## config.mk

```make
export PLATFORM = sky130hd
export DESIGN_NAME = wdog_two_stage
export DESIGN_NICKNAME = d
export VERILOG_FILES = /design/src/rtl/wdt_pkg.sv /design/src/rtl/wdt_regs.sv /design/src/rtl/wdt_count.sv /design/src/rtl/wdog_two_stage.sv
export SDC_FILE = /design/constraint.sdc
export NUM_CORES = 1
export LEC_CHECK = 0
export BUFFER_PORTS_ARGS = -buffer_cell sky130_fd_sc_hd__buf_2
export CORE_UTILIZATION = 40
export DETAILED_ROUTE_END_ITERATION = 10
export PLACE_DENSITY = 0.66
export RECOVER_POWER = 25
export SLEW_MARGIN = 20
export SYNTH_ARGS = -nofsm -noshare
export SYNTH_HDL_FRONTEND = slang
export SYNTH_SLANG_ARGS = --single-unit
```

## constraint.sdc

```tcl
create_clock -name clk -period 3.7 [get_ports clk]
set_input_delay 0.74 -clock clk [delete_from_list [all_inputs] [get_ports clk]]
set_output_delay 0.74 -clock clk [all_outputs]
set_load 0.01 [all_outputs]
```

## src/rtl/wdt_pkg.sv

```systemverilog
package wdt_pkg;
  localparam logic [11:0] OFS_LOAD  = 12'h000;
  localparam logic [11:0] OFS_COUNT = 12'h004;
  localparam logic [11:0] OFS_CTRL  = 12'h008;
  localparam logic [11:0] OFS_ICLR  = 12'h00C;
  localparam logic [11:0] OFS_RAW   = 12'h010;
  localparam logic [11:0] OFS_MASK  = 12'h014;
  localparam logic [11:0] OFS_KEY   = 12'hC00;

  localparam logic [31:0] UNLOCK_KEY = 32'h1ACC_E551;

  // Strobes from the register/control side to the counter datapath
  typedef struct packed {
    logic loadWr;   // load register written this cycle
    logic intClr;   // interrupt clear written this cycle
    logic cntEn;    // control bit 0
    logic rstEn;    // control bit 1
  } wdtStrobe_t;
endpackage

```

## src/rtl/wdt_regs.sv

```systemverilog
module wdt_regs
  import wdt_pkg::*;
#(
  parameter int ADDR_W = 12,
  parameter int CNT_W  = 32
) (
  input  logic              clk,
  input  logic              rstN,
  input  logic [ADDR_W-1:0] busAddr,
  input  logic              busWr,
  input  logic [31:0]       busWdata,
  input  logic [CNT_W-1:0]  count,
  input  logic              intRaw,
  output wdtStrobe_t        strobe,
  output logic [CNT_W-1:0]  loadNew,
  output logic [CNT_W-1:0]  loadCur,
  output logic [31:0]       busRdata
);
  localparam logic [CNT_W-1:0] LOAD_RST = {CNT_W{1'b1}};
  localparam logic [CNT_W-1:0] LOAD_MIN = CNT_W'(1);

  logic             locked;
  logic [1:0]       ctrlReg;
  logic [CNT_W-1:0] loadReg;
  logic             wrOk;
  logic             hitLoad, hitCount, hitCtrl, hitIclr, hitRaw, hitMask, hitKey;

  always_comb begin
    hitLoad  = busAddr == ADDR_W'(OFS_LOAD);
    hitCount = busAddr == ADDR_W'(OFS_COUNT);
    hitCtrl  = busAddr == ADDR_W'(OFS_CTRL);
    hitIclr  = busAddr == ADDR_W'(OFS_ICLR);
    hitRaw   = busAddr == ADDR_W'(OFS_RAW);
    hitMask  = busAddr == ADDR_W'(OFS_MASK);
    hitKey   = busAddr == ADDR_W'(OFS_KEY);
  end

  assign wrOk = busWr & ~locked;

  always_comb begin
    if (busWdata[CNT_W-1:0] == '0) loadNew = LOAD_MIN;
    else                           loadNew = busWdata[CNT_W-1:0];
  end

  always_ff @(posedge clk) begin
    if (!rstN) begin
      locked  <= 1'b1;
      ctrlReg <= 2'b00;
      loadReg <= LOAD_RST;
    end else begin
      if (busWr && hitKey) locked <= (busWdata != UNLOCK_KEY);
      if (wrOk && hitCtrl) ctrlReg <= busWdata[1:0];
      if (wrOk && hitLoad) loadReg <= loadNew;
    end
  end

  always_comb begin
    strobe.loadWr = wrOk & hitLoad;
    strobe.intClr = wrOk & hitIclr;
    strobe.cntEn  = ctrlReg[0];
    strobe.rstEn  = ctrlReg[1];
  end

  assign loadCur = loadReg;

  always_comb begin
    busRdata = '0;
    if (hitLoad)  busRdata = 32'(loadReg);
    if (hitCount) busRdata = 32'(count);
    if (hitCtrl)  busRdata = {30'b0, ctrlReg};
    if (hitRaw)   busRdata = {31'b0, intRaw};
    if (hitMask)  busRdata = {31'b0, intRaw & ctrlReg[0]};
    if (hitKey)   busRdata = {31'b0, locked};
  end


  locked_ctrl_hold_chk: assert property (@(posedge clk) disable iff (!rstN)
    (locked && busWr && hitCtrl) |=> $stable(ctrlReg));

  locked_load_hold_chk: assert property (@(posedge clk) disable iff (!rstN)
    (locked && busWr && hitLoad) |=> $stable(loadReg));

  load_nonzero_chk: assert property (@(posedge clk) disable iff (!rstN)
    loadReg != '0);
endmodule

```

## src/rtl/wdt_count.sv

```systemverilog
module wdt_count
  import wdt_pkg::*;
#(
  parameter int CNT_W = 32
) (
  input  logic             clk,
  input  logic             rstN,
  input  wdtStrobe_t       strobe,
  input  logic [CNT_W-1:0] loadNew,
  input  logic [CNT_W-1:0] loadCur,
  output logic [CNT_W-1:0] count,
  output logic             intRaw,
  output logic             rstOut
);
  localparam logic [CNT_W-1:0] CNT_RST = {CNT_W{1'b1}};

  logic expire;
  assign expire = strobe.cntEn && (count == '0);

  always_ff @(posedge clk) begin
    if (!rstN) begin
      count  <= CNT_RST;
      intRaw <= 1'b0;
      rstOut <= 1'b0;
    end else begin
      if (strobe.loadWr)                count <= loadNew;
      else if (strobe.intClr || expire) count <= loadCur;
      else if (strobe.cntEn)            count <= count - 1'b1;

      if (strobe.intClr)  intRaw <= 1'b0;
      else if (expire)    intRaw <= 1'b1;

      if (expire && intRaw && !strobe.intClr && strobe.rstEn) rstOut <= 1'b1;
    end
  end


  dec_step_chk: assert property (@(posedge clk) disable iff (!rstN)
    (strobe.cntEn && count != '0 && !strobe.loadWr && !strobe.intClr)
      |=> count == $past(count) - 1'b1);

  first_expiry_chk: assert property (@(posedge clk) disable iff (!rstN)
    (expire && !intRaw && !strobe.intClr) |=> intRaw);

  rst_sticky_chk: assert property (@(posedge clk) disable iff (!rstN)
    rstOut |=> rstOut);

  clr_drops_int_chk: assert property (@(posedge clk) disable iff (!rstN)
    strobe.intClr |=> !intRaw);

  clr_blocks_rst_chk: assert property (@(posedge clk) disable iff (!rstN)
    (strobe.intClr && !rstOut) |=> !rstOut);
endmodule

```

## src/rtl/wdog_two_stage.sv

```systemverilog
module wdog_two_stage
  import wdt_pkg::*;
#(
  parameter int ADDR_W = 12,
  parameter int CNT_W  = 32
) (
  input  logic              clk,
  input  logic              rstN,
  input  logic [ADDR_W-1:0] busAddr,
  input  logic              busWr,
  input  logic [31:0]       busWdata,
  output logic [31:0]       busRdata,
  output logic              irq,
  output logic              sysRst
);
  wdtStrobe_t       strobe;
  logic [CNT_W-1:0] loadNew, loadCur, count;
  logic             intRaw;

  wdt_regs #(.ADDR_W(ADDR_W), .CNT_W(CNT_W)) uRegs (
    .clk(clk), .rstN(rstN), .busAddr(busAddr), .busWr(busWr),
    .busWdata(busWdata), .count(count), .intRaw(intRaw),
    .strobe(strobe), .loadNew(loadNew), .loadCur(loadCur),
    .busRdata(busRdata)
  );

  wdt_count #(.CNT_W(CNT_W)) uCount (
    .clk(clk), .rstN(rstN), .strobe(strobe), .loadNew(loadNew),
    .loadCur(loadCur), .count(count), .intRaw(intRaw), .rstOut(sysRst)
  );

  assign irq = intRaw & strobe.cntEn;


  irq_masked_chk: assert property (@(posedge clk) disable iff (!rstN)
    irq |-> intRaw);
endmodule

```

After elaboration in Yosys (flattened, before gate mapping). Cells that the tools add are included.

Flip-flop bits (word level): 69. Output and inout bits: 34. Logic and storage cells: 44.

Add/sub/neg operators: 1. Equal/unequal tests: 7. Multiplexer cells: 10. Bitwise operators: 6. Reduce and logical (&&, ||, !) cells: 14.

Operators by type and width (number): 2-to-1 mux 32 bit (10); zero test 32 bit (2); inequality test 32 x 29 -> 1 bit (second input constant) (1); subtractor 32 x 1 -> 32 bit (second input constant) (1); equality test 12 x 4 -> 1 bit (second input constant) (2); equality test 12 x 5 -> 1 bit (second input constant) (2); equality test 12 bit (second input constant) (1); equality test 12 x 3 -> 1 bit (second input constant) (1); zero test 12 bit (1); logical AND 1 bit (7); bitwise AND 1 bit (4); nonzero test 3 bit (1); NOT 1 bit (2); OR reduction 2 bit (1); zero test 1 bit (1); logical OR 1 bit (1).

Depth between registers and ports, before layout. Gate-level depths: netlist of the first run.

Depth in word-level cells: 7. Gate-level depth with buffers: 11. Gate-level depth less buffers: 8.

By module. A second synthesis of the first run with hierarchy kept.

Cell total of the unflattened synthesis: 583. Area, all modules: 4436.8 um2.

By module, submodules not included: wdt_count (instances 1, cells each 311, area an instance 2397.3 um2, seq. area each 680.7 um2); wdt_regs (instances 1, cells each 271, area an instance 2033.2 um2, seq. area each 700.7 um2); wdog_two_stage (instances 1, cells each 1, area an instance 6.3 um2, seq. area each 0.0 um2).

Worst setup path before layout of the first run. Ideal clock, no wire load.

Path type: input-to-output. Start point: input port busAddr[1]. End point: output port busRdata[10]. Arrival: 2283 ps. Required time: 2960 ps. Path slack: 677 ps. Stages on the path: 5. Path buffers: 1. Path through: nor4_1 nand2_1 nor4_1 clkbuf_1 a22o_1.

Word-level cells in the longest chain between the ends: 7. Elaborated cells on any way between the ends: 12. Classes of those cells: eq/ne (5); mux (6); reduce/logical (1).

Ends and longest elaborated chain: start: declaration (line wdog_two_stage.sv:9) `input logic [ADDR_W-1:0] busAddr,`; zero test 12 bit (line wdt_regs.sv:29) `hitLoad = busAddr == ADDR_W'(OFS_LOAD);`; 2-to-1 mux 32 bit (line wdt_regs.sv:68) `if (hitLoad) busRdata = 32'(loadReg);`; 2-to-1 mux 32 bit (line wdt_regs.sv:69) `if (hitCount) busRdata = 32'(count);`; 2-to-1 mux 32 bit (line wdt_regs.sv:70) `if (hitCtrl) busRdata = {30'b0, ctrlReg};`; 2-to-1 mux 32 bit (line wdt_regs.sv:71) `if (hitRaw) busRdata = {31'b0, intRaw};`; 2-to-1 mux 32 bit (line wdt_regs.sv:72) `if (hitMask) busRdata = {31'b0, intRaw & ctrlReg[0]};`; 2-to-1 mux 32 bit (*) (line wdt_regs.sv:73) `if (hitKey) busRdata = {31'b0, locked};`; end: declaration (line wdog_two_stage.sv:12) `output logic [31:0] busRdata,`.

Mark *: on every way between the ends. The rest lies on a longest branch, timed or not.

Worst setup path in the final report of the first run.
Start point: input port busAddr[5]. End point: output port busRdata[13].

The elaborated chain is that of the path after synthesis.

==> impl_metrics.csv, run 1 <==
group,metric,value,unit
run_status,run_status,"finished with violations",
run_status,failed_checks,"capacitance limit, slew limit",
floorplan,io-pin-count,81,
cts,number_of_gates_resized_after_cts,0,
global_routing,maximum_number_of_pins_on_one_net_before_global_route_repair,34,
setup_path,worst_path_max_delay_cell,"sky130_fd_sc_hd__nor4_1",
cts,clock-root-buffer,"sky130_fd_sc_hd__clkbuf_8",
finish,nNetsFinal,640,
finish,flow.area_growth_from_synthesis,15.6,%
synth,number_of_flops_mapped_to_enable_cells_by_yosys,0,
synth,synthMuxAreaShare,1.74,%
timing,fin_skew,0.0102,ns
setup_path,rr_endpoint,"uCount.count[13]$_SDFFE_PN1P_",
synth,ys_types,58,
setup_path,critPathCapture,"busRdata[13]",
timing,final.setup.worst_slack,0.463,ns
finish,num_antenna_cells,0,
power_and_ir_drop,total_power,1.46,mW
setup_path,setup.worst_path.class,"primary input to output pin",
setup_path,nature_of_the_critical_path_startpoint,"primary input",
timing,setup-violations-final,0,
setup_path,worstSetupPathDepth,7,
timing,final_hold_viol_count,0,
drt,vias_per_cell,6.27,
drt,antenna_left,0,
power_and_ir_drop,power.ir.vdd_worst,173,uV
finish,finalCoreUtilization,47.9,%
synth,largest_family_of_logic_cells_by_synthesized_area,"simple AND/OR/NAND/NOR gates",
timing,unrepaired_setup_endpoints_after_global_routing,"false",
cts,cts.hold.buffers_added,0,
cts,cts_tree,"built",
synth,synthXorXnorAreaFrac,4.07,%
place,placed_area,4550,sq um
place,post-place-ws,0.457,ns
cts,postCtsSetupRepairBufs,0,
floorplan,floorplan.die.height,103,um
synth,synthTopCellsByArea,"sky130_fd_sc_hd__dfxtp_1, sky130_fd_sc_hd__nand2_1, sky130_fd_sc_hd__a22o_1, sky130_fd_sc_hd__a21oi_1, sky130_fd_sc_hd__nor4_1",
drt,detail_route.first_pass.iterations,5,
synth,yosys.area_share.adder,0.306,%
timing,least_margin_pin_slew,1.61,ns
setup_path,crit_path_max_incr_delay,0.40,ns
synth,syn_avg_cell_area,7.72,sq um
min_path,timing.hold.worst.class,"register to register",
synth,post_synthesis_cells,530,
setup_path,endpoint_required_time_on_the_critical_path,2.96,ns
setup_path,critical_path_peak_fanout,32,
synth,post_synthesis_simple_gate_area_fraction,29.5,%
place,routabilityCongestion,0.922,
timing,period_needed,3.24,ns
run,cap_viol_max_count,1,
drt,drc,0,
cts,ctsLongestPathBuffers,2,
floorplan,initial_core_util,41.5,%
cts,cts-htree-levels,3,
floorplan,die_area,10600,sq um
synth,yosys_register_bits,69,
drt,vias,4575,
drt,wl,14100,um
timing,slew_headroom,-7.15,%
power_and_ir_drop,power-per-cell-area,309,nW/um^2
finish,layout-drive-gt1-share,19.8,%
setup_path,reg2reg_from,"uCount.count[0]$_SDFFE_PN1P_",
setup_path,critical_path.n_buffers_inverters,3,
synth,seq_total_area_yosys,33.8,%
power_and_ir_drop,leak_pwr,1.95,nW
global_routing,number_of_global_route_vias_before_repair,4157,
floorplan,die_width,103,um
setup_path,cp.arrival,2.50,ns
setup_path,reg2reg_slack,0.50,ns
cts,clkSlewWorstSetupHoldPaths,0.07,ns
timing,whs,0.459,ns
synth,ys_warn_count,0,
timing,share_of_the_clock_period_used_by_the_worst_path_after_layout,87.5,%
timing,finalSetupTns,0,ns
place,dpl.cell_count,714,
finish,finalNonFillerCells,730,
drt,drt_iter0_drc,431,
setup_path,path_common_cell,"sky130_fd_sc_hd__buf_2",
setup_path,timing.reg2reg.worst_path_depth,9,
global_routing,first_pass_grt_wire_length,21700,um
setup_path,startpoint,"busAddr[5]",
synth,synth_top_cell_area_share,33.8,%
synth,synth_flop_cell,"sky130_fd_sc_hd__dfxtp_1",
setup_path,cp_cell_sequence,"buf_2 -> nor4_1 -> nand2_1 -> nor4_2 -> buf_4 -> a22o_1 -> buf_2",
timing,drv_slew,31,
synth,syn-cell-area,4090,sq um
synth,async_flop_share,0,%
floorplan,floorplan.rows,36,
global_routing,grt_remaining_overflow,0,
setup_path,worst_path_dominant_cell_family,"simple AND/OR/NAND/NOR gates",
synth,synth-compound-area-share,24.3,%
timing,max_freq,0.309,GHz
synth,synthDominantAreaCellType,"sky130_fd_sc_hd__dfxtp_1",
setup_path,worst_setup_path_end_kind,"output pin",
place,place.detailed.hpwl,9640,um
cts,cts_num_sinks,69,
synth,synth_nets,578,
global_routing,grt_util_all_layers,27.2,%
global_routing,grt_antenna_before_repair,0,
place,numPortBuffers,80,
drt,drt-wirelength-per-cell,19.3,um
cts,clk_latency,0.36,ns
finish,layout.cell_area.non_filler,4730,sq um
cts,cts_buffers,9,
floorplan,core_area,9860,sq um
==> layout make-up <==
| class | instances | area, sq um |
|---|---|---|
| Fill cell | 1002 | 5130 |
| Clock inverter | 6 | 62.6 |
| Sequential cell | 69 | 1380 |
| Tap cell | 133 | 166 |
| Timing Repair Buffer | 91 | 468 |
| Multi-Input combinational cell | 409 | 2470 |
| Inverter | 12 | 45.0 |
| Clock buffer | 10 | 138 |
==> registers in the layout, summed over array words and instances, names as in the netlist <==
signal         flops
uCount.rstOut      1
uCount.count      32
uRegs.loadCur     32
uRegs.ctrlReg      2
uCount.intRaw      1
uRegs.locked       1
==> worst min path at each step <==
| stage | from | to | slack [ns] | depth (start not counted) |
|---|---|---|---|---|
| floorplan | uRegs.loadCur[29]$_SDFFE_PN1P_ | uRegs.loadCur[29]$_SDFFE_PN1P_ | 0.43 | 2 |
| global placement | uRegs.loadCur[6]$_SDFFE_PN1P_ | uRegs.loadCur[6]$_SDFFE_PN1P_ | 0.45 | 2 |
| detailed placement | uRegs.loadCur[17]$_SDFFE_PN1P_ | uRegs.loadCur[17]$_SDFFE_PN1P_ | 0.45 | 2 |
| CTS | uRegs.loadCur[17]$_SDFFE_PN1P_ | uRegs.loadCur[17]$_SDFFE_PN1P_ | 0.46 | 2 |
| global route | uRegs.loadCur[17]$_SDFFE_PN1P_ | uRegs.loadCur[17]$_SDFFE_PN1P_ | 0.48 | 2 |
| finish | uRegs.loadCur[6]$_SDFFE_PN1P_ | uRegs.loadCur[6]$_SDFFE_PN1P_ | 0.46 | 2 |
==> layout by cell type (no fill, tap or decap), types with 7 or more instances in the layout <==
master,n
sky130_fd_sc_hd__buf_4,8
sky130_fd_sc_hd__o21ai_0,18
sky130_fd_sc_hd__nand4_1,15
sky130_fd_sc_hd__nor3_1,18
sky130_fd_sc_hd__clkbuf_8,10
sky130_fd_sc_hd__a22o_1,29
sky130_fd_sc_hd__nor2_1,30
sky130_fd_sc_hd__buf_2,77
sky130_fd_sc_hd__inv_1,12
sky130_fd_sc_hd__xnor2_1,10
sky130_fd_sc_hd__nand2_1,84
sky130_fd_sc_hd__a41oi_1,7
sky130_fd_sc_hd__xor2_1,9
sky130_fd_sc_hd__a31oi_1,9
sky130_fd_sc_hd__nand3_1,27
sky130_fd_sc_hd__or4_1,7
sky130_fd_sc_hd__nor4_1,21
sky130_fd_sc_hd__dfxtp_1,69
sky130_fd_sc_hd__a21oi_1,41
==> cells by family (layout without fill, tap and decap cells) <==
kind of cell	Yosys count	in the layout
AO/OA/AOI/OAI	144	144
XOR/XNOR	19	19
adder cells (fa/ha/maj)	1	1
buffers and inverters	52	119
flip-flops	69	69
multiplexers	7	7
AND/OR/NAND/NOR	238	238
==> synthesized netlist by cell type (2+ instances only) <==
cell type and n:
sky130_fd_sc_hd__nand4_1 15, sky130_fd_sc_hd__nand2b_1 2, sky130_fd_sc_hd__or4_4 3, sky130_fd_sc_hd__xnor2_1 10, sky130_fd_sc_hd__or4_1 7, sky130_fd_sc_hd__or3_1 4, sky130_fd_sc_hd__xor2_1 9, sky130_fd_sc_hd__a211o_1 3
sky130_fd_sc_hd__o21ai_0 18, sky130_fd_sc_hd__o211ai_1 3, sky130_fd_sc_hd__buf_6 8, sky130_fd_sc_hd__o22a_1 2, sky130_fd_sc_hd__nor4b_1 2, sky130_fd_sc_hd__a22o_1 29, sky130_fd_sc_hd__a22oi_1 2, sky130_fd_sc_hd__clkbuf_2 3
sky130_fd_sc_hd__a211oi_1 2, sky130_fd_sc_hd__nor2_1 30, sky130_fd_sc_hd__and4_1 2, sky130_fd_sc_hd__a41oi_1 7, sky130_fd_sc_hd__nor4_1 23, sky130_fd_sc_hd__a21oi_1 41, sky130_fd_sc_hd__o31ai_1 2, sky130_fd_sc_hd__nand2_1 84
sky130_fd_sc_hd__a21o_1 6, sky130_fd_sc_hd__mux2i_1 6, sky130_fd_sc_hd__and2_1 3, sky130_fd_sc_hd__a32oi_1 2, sky130_fd_sc_hd__or2_2 4, sky130_fd_sc_hd__clkbuf_1 28, sky130_fd_sc_hd__o221ai_1 5, sky130_fd_sc_hd__and3_1 6
sky130_fd_sc_hd__o22ai_1 3, sky130_fd_sc_hd__nand3_1 27, sky130_fd_sc_hd__a31oi_1 9, sky130_fd_sc_hd__nor3_1 19, sky130_fd_sc_hd__inv_1 12, sky130_fd_sc_hd__dfxtp_1 69
==> report_power, final <==
part / total (mW) / internal [mW] / leakage [nW] / switching [mW]
clock: 0.641 / 0.327 / 0.0943 / 0.314
sequential: 0.742 / 0.742 / 0.558 / 0.000000000270
combinational: 0.0798 / 0.0281 / 1.30 / 0.0518
==> worst register-to-register path, cell delays in order (launching register included) <==
cell                      delay [ns]
sky130_fd_sc_hd__dfxtp_1        0.37
sky130_fd_sc_hd__inv_1          0.10
sky130_fd_sc_hd__ha_1           0.24
sky130_fd_sc_hd__or4b_4         0.54
sky130_fd_sc_hd__or4_4          0.61
sky130_fd_sc_hd__nor4_4         0.39
sky130_fd_sc_hd__nor2_1         0.16
sky130_fd_sc_hd__buf_4          0.25
sky130_fd_sc_hd__a211o_1        0.28
sky130_fd_sc_hd__a41oi_1        0.19
==> metal layers <==
layer | GRT usage [%] | share of wire [%]
met1 | 37.7 | 45
met5 | 0 | 0
met4 | 9.97 | 2.1
met2 | 42.4 | 44
met3 | 4.41 | 9.5
No activity file was read; power rests on OpenSTA's default activity.
==> inputs of run 2 (changes only) <==
==> constraint.sdc (replaced) <==
create_clock -name clk -period 3.7 [get_ports clk]
set_input_delay 0.185 -clock clk [delete_from_list [all_inputs] [get_ports clk]]
set_output_delay 0.185 -clock clk [all_outputs]
set_load 0.01 [all_outputs]
==> impl_metrics.csv, run 2 (synthesis gave the netlist of run 1 again) <==
group,metric,value,unit
power_and_ir_drop,power-per-cell-area,284,nW/um^2
power_and_ir_drop,power.ir.vdd_worst,168,uV
finish,layout-drive-gt1-share,19.4,%
power_and_ir_drop,total_power,1.33,mW
timing,fin_skew,0.00751,ns
cts,cts_tree,"built",
finish,finalCoreUtilization,47.6,%
finish,nFillCells,1009,
timing,max_freq,0.313,GHz
run_status,run_status,"finished with violations",
timing,finalSetupTns,0,ns
setup_path,reg2reg_from,"uRegs.locked$_SDFFE_PN1P_",
drt,wl,14100,um
power_and_ir_drop,clock_power_share,38.4,%
timing,slew_headroom,-9.97,%
finish,multiInputGateArea,2470,sq um
global_routing,grt_remaining_overflow,0,
setup_path,setup.worst_path.class,"register to register",
floorplan,die_area,10600,sq um
timing,final.setup.worst_slack,0.503,ns
place,post-place-ws,0.608,ns
global_routing,grt_util_all_layers,27.6,%
cts,cts_buffers,9,
timing,final_hold_viol_count,0,
floorplan,core_area,9860,sq um
global_routing,first_pass_grt_wire_length,21900,um
drt,detail_route.first_pass.iterations,5,
place,routabilityCongestion,0.917,
cts,clock-root-buffer,"sky130_fd_sc_hd__clkbuf_8",
floorplan,floorplan.die.height,103,um
cts,cts.hold.buffers_added,0,
finish,flow.area_growth_from_synthesis,14.6,%
min_path,min_delay_path_depth,3,
finish,final_common_cell,"sky130_fd_sc_hd__nand2_1",
setup_path,endpoint_required_time_on_the_critical_path,3.92,ns
cts,ctsLongestPathBuffers,2,
setup_path,critical_path_peak_fanout,31,
drt,vias_per_cell,6.15,
min_path,timing.hold.worst_endpoint,"uRegs.loadCur[11]$_SDFFE_PN1P_",
global_routing,number_of_global_route_vias_before_repair,4189,
setup_path,timing.reg2reg.worst_path_depth,7,
global_routing,grt_antenna_before_repair,0,
timing,drv_slew,32,
timing,setup-violations-final,0,
floorplan,io-pin-count,81,
cts,clkSlewWorstSetupHoldPaths,0.07,ns
floorplan,floorplan.rows,36,
cts,postCtsSetupRepairBufs,0,
run_status,failed_checks,"capacitance limit, slew limit",
timing,least_margin_pin_slew,1.65,ns
drt,drc,0,
drt,antenna_left,0,
timing,share_of_the_clock_period_used_by_the_worst_path_after_layout,86.4,%
setup_path,rr_endpoint,"uCount.count[23]$_SDFFE_PN1P_",
floorplan,die_width,103,um
setup_path,worst_setup_path_end_kind,"register",
place,place.detailed.hpwl,10000,um
drt,vias,4488,
power_and_ir_drop,seqPwrFrac,55.7,%
cts,cts-htree-levels,3,
floorplan,initial_core_util,41.5,%
drt,drt_iter0_drc,419,
cts,cts_num_sinks,69,
power_and_ir_drop,switching_share,24.8,%
timing,unrepaired_setup_endpoints_after_global_routing,"false",
drt,drt-wirelength-per-cell,19.3,um
finish,layout_common_cells,"sky130_fd_sc_hd__nand2_1, sky130_fd_sc_hd__buf_2, sky130_fd_sc_hd__dfxtp_1",
setup_path,cp.arrival,3.41,ns
finish,layout.area.seq,1380,sq um
cts,clk_latency,0.35,ns
place,numPortBuffers,80,
finish,nNetsFinal,642,
power_and_ir_drop,p_comb_share,6.0,%
finish,num_antenna_cells,0,
power_and_ir_drop,leak_pwr,1.95,nW
setup_path,reg2reg_slack,0.50,ns
min_path,worstHoldStart,"busWdata[11]",
power_and_ir_drop,p_int,1.00,mW
power_and_ir_drop,total_switching_power,0.331,mW
timing,period_needed,3.20,ns
min_path,timing.hold.worst.class,"primary input to register",
run,cap_viol_max_count,1,
cts,number_of_gates_resized_after_cts,0,
global_routing,maximum_number_of_pins_on_one_net_before_global_route_repair,33,
setup_path,nature_of_the_critical_path_startpoint,"register",
run 2: worst max path at each step:
stage                                     to  cells past startpoint                    startpoint  slack (ns)
6_report       uCount.count[23]$_SDFFE_PN1P_                      7     uRegs.locked$_SDFFE_PN1P_        0.50
5_1_grt        uCount.count[23]$_SDFFE_PN1P_                      7     uRegs.locked$_SDFFE_PN1P_        0.33
3_3_place_gp   uCount.count[13]$_SDFFE_PN1P_                      9  uCount.count[0]$_SDFFE_PN1P_        0.73
2_1_floorplan   uCount.count[7]$_SDFFE_PN1P_                     10  uCount.count[0]$_SDFFE_PN1P_        0.86
4_1_cts        uCount.count[13]$_SDFFE_PN1P_                      9  uCount.count[0]$_SDFFE_PN1P_        0.59
3_5_place_dp   uCount.count[13]$_SDFFE_PN1P_                      9  uCount.count[0]$_SDFFE_PN1P_        0.61
run 2: per-layer routing:
layer,vias to the layer above,wire (um),share of wire [%],GRT usage (%)
li1,2103,-,-,-
met1,2109,6210,44,37.6
met2,237,6230,44,42.5
met3,39,1200,8.5,4.00
met4,0,446,3.2,13.9
met5,-,0,0,0
run 2: final cells by class:
| type | count | share of cell area, % |
|---|---|---|
| clock buffer | 11 | 2.80 |
| sequential | 69 | 29.4 |
| timing repair buffer | 93 | 10.3 |
| tap | 133 | 3.55 |
| multi-input combinational | 409 | 52.6 |
| clock inverter | 3 | 0.320 |
| inverter | 12 | 0.960 |
run 2: power by group through the flow:
stage / Clock (mW) / Combinational [mW] / Sequential, mW
after floorplan: 0 / 0.0271 / 0.759
after global placement: 0 / 0.0765 / 0.759
after detailed placement: 0 / 0.0775 / 0.759
after CTS: 0.517 / 0.0778 / 0.742
after global routing: 0.548 / 0.0844 / 0.742
final: 0.511 / 0.0794 / 0.742
run 2: critical path, stage by stage, from the launching register on:
cell	delay, ns
sky130_fd_sc_hd__dfxtp_1	0.35
sky130_fd_sc_hd__nor4b_1	0.40
sky130_fd_sc_hd__and4_1	0.24
sky130_fd_sc_hd__clkbuf_1	1.19
sky130_fd_sc_hd__nor3_1	0.31
sky130_fd_sc_hd__buf_4	0.29
sky130_fd_sc_hd__mux2_2	0.22
sky130_fd_sc_hd__nand2_1	0.04
run 2: per-stage QoR:
step / cell area [sq um] / hold WS [ns] / cells
global route: 4690 / 0.0817 / 730
global placement: 4560 / 0.424 / 716
detailed placement: 4560 / 0.431 / 716
floorplan: 4090 / 0.279 / 530
CTS: 4710 / 0.0661 / 730
finish: 4690 / 0.0619 / 730
==> inputs of run 3 (changes only) <==
Settings changed: SYNTH_HIERARCHICAL set to 1.
==> impl_metrics.csv, run 3 <==
group,metric,value,unit
run_status,run_status,"finished with violations",
run_status,failed_checks,"capacitance limit, slew limit",
global_routing,grt_util_all_layers,26.4,%
floorplan,io-pin-count,81,
power_and_ir_drop,power-per-cell-area,306,nW/um^2
global_routing,maximum_number_of_pins_on_one_net_before_global_route_repair,46,
cts,cts_buffers,9,
power_and_ir_drop,leak_pwr,2.06,nW
place,placed_area,4820,sq um
timing,least_margin_pin_slew,1.74,ns
finish,nFillCells,1110,
cts,postCtsSetupRepairBufs,0,
finish,layout-drive-gt1-share,19.4,%
setup_path,worstSetupPathDepth,11,
finish,num_antenna_cells,0,
finish,multiInputGateArea,2720,sq um
drt,drc,0,
place,numPortBuffers,80,
synth,syn_avg_cell_area,7.61,sq um
cts,ctsLongestPathBuffers,2,
synth,number_of_flops_mapped_to_enable_cells_by_yosys,0,
setup_path,crit_path_max_incr_delay,0.71,ns
finish,finalNonFillerCells,763,
synth,ys_warn_count,6,
global_routing,grt_remaining_overflow,0,
synth,synthDominantAreaCellType,"sky130_fd_sc_hd__dfxtp_1",
timing,unrepaired_setup_endpoints_after_global_routing,"false",
synth,ys_types,69,
global_routing,grt_antenna_before_repair,0,
floorplan,floorplan.rows,38,
timing,share_of_the_clock_period_used_by_the_worst_path_after_layout,80.7,%
cts,cts-htree-levels,3,
timing,drv_slew,33,
synth,synth_top_cell_area_share,31.1,%
min_path,timing.hold.worst.class,"primary input to register",
global_routing,first_pass_grt_wire_length,23500,um
timing,max_freq,0.335,GHz
timing,period_needed,2.98,ns
drt,drt-wirelength-per-cell,19.1,um
setup_path,worst_setup_path_end_kind,"register",
timing,finalSetupTns,0,ns
timing,whs,0.0528,ns
finish,layout.area.seq,1380,sq um
setup_path,cp_cell_sequence,"clkbuf_1 -> nor4_1 -> nand3_1 -> nor3_1 -> buf_4 -> nor2_1 -> nand2_1 -> nand2_1 -> a21oi_1 -> nor2b_1 -> a311oi_1",
cts,clkSlewWorstSetupHoldPaths,0.07,ns
timing,slew_headroom,-16.2,%
setup_path,worst_path_dominant_cell_family,"simple AND/OR/NAND/NOR gates",
timing,fin_skew,0.00669,ns
drt,vias_per_cell,6.14,
synth,seq_total_area_yosys,31.1,%
timing,setup-violations-final,0,
place,routabilityCongestion,0.908,
synth,synth.top_cells.by_count,"sky130_fd_sc_hd__nand2_1, sky130_fd_sc_hd__dfxtp_1, sky130_fd_sc_hd__clkbuf_1",
timing,final_hold_viol_count,0,
floorplan,initial_core_util,40.9,%
run,cap_viol_max_count,1,
setup_path,cp.arrival,3.23,ns
drt,antenna_left,0,
setup_path,worst_path_max_delay_cell,"sky130_fd_sc_hd__nor4_1",
synth,post_synthesis_cells,583,
floorplan,core_area,10800,sq um
synth,synth.most_common_cell,"sky130_fd_sc_hd__nand2_1",
finish,nNetsFinal,667,
cts,cts.hold.buffers_added,0,
synth,synth_flop_cell,"sky130_fd_sc_hd__dfxtp_1",
floorplan,floorplan.die.height,107,um
cts,number_of_gates_resized_after_cts,0,
place,place.detailed.hpwl,10100,um
setup_path,timing.reg2reg.worst_path_depth,9,
synth,async_flop_share,0,%
synth,synth_nets,631,
synth,yosys_register_bits,69,
drt,vias,4686,
min_path,min_delay_path_depth,3,
drt,wl,14600,um
finish,flow.area_growth_from_synthesis,12.7,%
setup_path,critical_path_peak_fanout,13,
cts,clock-root-buffer,"sky130_fd_sc_hd__clkbuf_8",
cts,clk_latency,0.37,ns
setup_path,critical_path.n_buffers_inverters,2,
cts,cts_num_sinks,69,
finish,layout.cell_area.non_filler,5000,sq um
floorplan,die_width,107,um
setup_path,setup.worst_path.class,"primary input to register",
place,dpl.cell_count,748,
floorplan,die_area,11500,sq um
cts,cts_tree,"built",
finish,final_common_cell,"sky130_fd_sc_hd__nand2_1",
setup_path,path_common_cell,"sky130_fd_sc_hd__nand2_1",
drt,detail_route.first_pass.iterations,5,
finish,layout_common_cells,"sky130_fd_sc_hd__nand2_1, sky130_fd_sc_hd__buf_2, sky130_fd_sc_hd__dfxtp_1",
synth,synthTopCellsByArea,"sky130_fd_sc_hd__dfxtp_1, sky130_fd_sc_hd__nand2_1, sky130_fd_sc_hd__a22o_1, sky130_fd_sc_hd__nand3_1, sky130_fd_sc_hd__clkbuf_1",
global_routing,number_of_global_route_vias_before_repair,4453,
setup_path,endpoint_required_time_on_the_critical_path,3.95,ns
drt,drt_iter0_drc,369,
power_and_ir_drop,power.ir.vdd_worst,206,uV
synth,syn-cell-area,4440,sq um
setup_path,nature_of_the_critical_path_startpoint,"primary input",
==> run 3: changes by cell type after synthesis, sizes merged, moves of 7 or more <==
cell / delta
nand3: +17
or3: +7
clkbuf: +20
buf: +7
o22ai: +7
xnor2: +7
nand2: +21
a22oi: +7
a21oi: -21
==> run 3: path summary, 6_finish.rpt <==
| check | end | slack, ns | startpoint |
|---|---|---|---|
| max | uCount/count[17]$_SDFFE_PN1P_ | 0.72 | busAddr[4] |
| min | uRegs/loadCur[21]$_SDFFE_PN1P_ | 0.05 | busWdata[21] |
| max reg2reg | uCount/count[15]$_SDFFE_PN1P_ | 0.73 | uCount/count[0]$_SDFFE_PN1P_ |
| min reg2reg | uCount/rstOut$_SDFFE_PN0P_ | 0.47 | uCount/rstOut$_SDFFE_PN0P_ |
==> run 3: kinds of logic after synthesis <==
family	synth area share [%]
fa+ha+maj	0.282
xor+xnor	4.15
mux	2.71
compound gates	21.0
simple gates	33.4
buf+inv	7.28
flops	31.1
==> run 3: per-layer routing <==
| metal | up-vias | wire (um) | GRT usage, % | part of all wire (%) |
|---|---|---|---|---|
| li1 | 2186 | - | - | - |
| met3 | 41 | 1180 | 5.45 | 8.1 |
| met2 | 227 | 6520 | 42.0 | 45 |
| met5 | - | 0 | 0 | 0 |
| met1 | 2232 | 6450 | 34.9 | 44 |
| met4 | 0 | 454 | 10.6 | 3.1 |
==> run 3: final cells by class <==
type,count,share of cell area (%)
clock buffer,10,2.75
clock inverter,5,1.50
inverter,9,0.676
multi-input combinational,438,54.4
sequential,69,27.6
tap,140,3.50
timing repair buffer,92,9.58
==> run 3: tightest hold or removal path, stage by stage <==
cell and delay (ns):
sky130_fd_sc_hd__buf_2 0.10, sky130_fd_sc_hd__nand2_1 0.04, sky130_fd_sc_hd__nand3_1 0.06
==> run 3: power by group <==
part	internal, mW	total (mW)	switching (mW)
Combinational	0.0313	0.0895	0.0581
Sequential	0.744	0.747	0.00292
Clock	0.391	0.696	0.306
==> run 3: metrics by stage <==
stage | util (%) | setup slack, ns | power [mW]
after floorplan | - | 1.24 | 0.808
after global placement | 44.4 | 0.839 | 0.852
after detailed placement | 44.4 | 0.746 | 0.854
after CTS | 46.4 | 0.733 | 1.55
after global routing | 46.1 | 0.331 | 1.59
final | 46.1 | 0.715 | 1.53
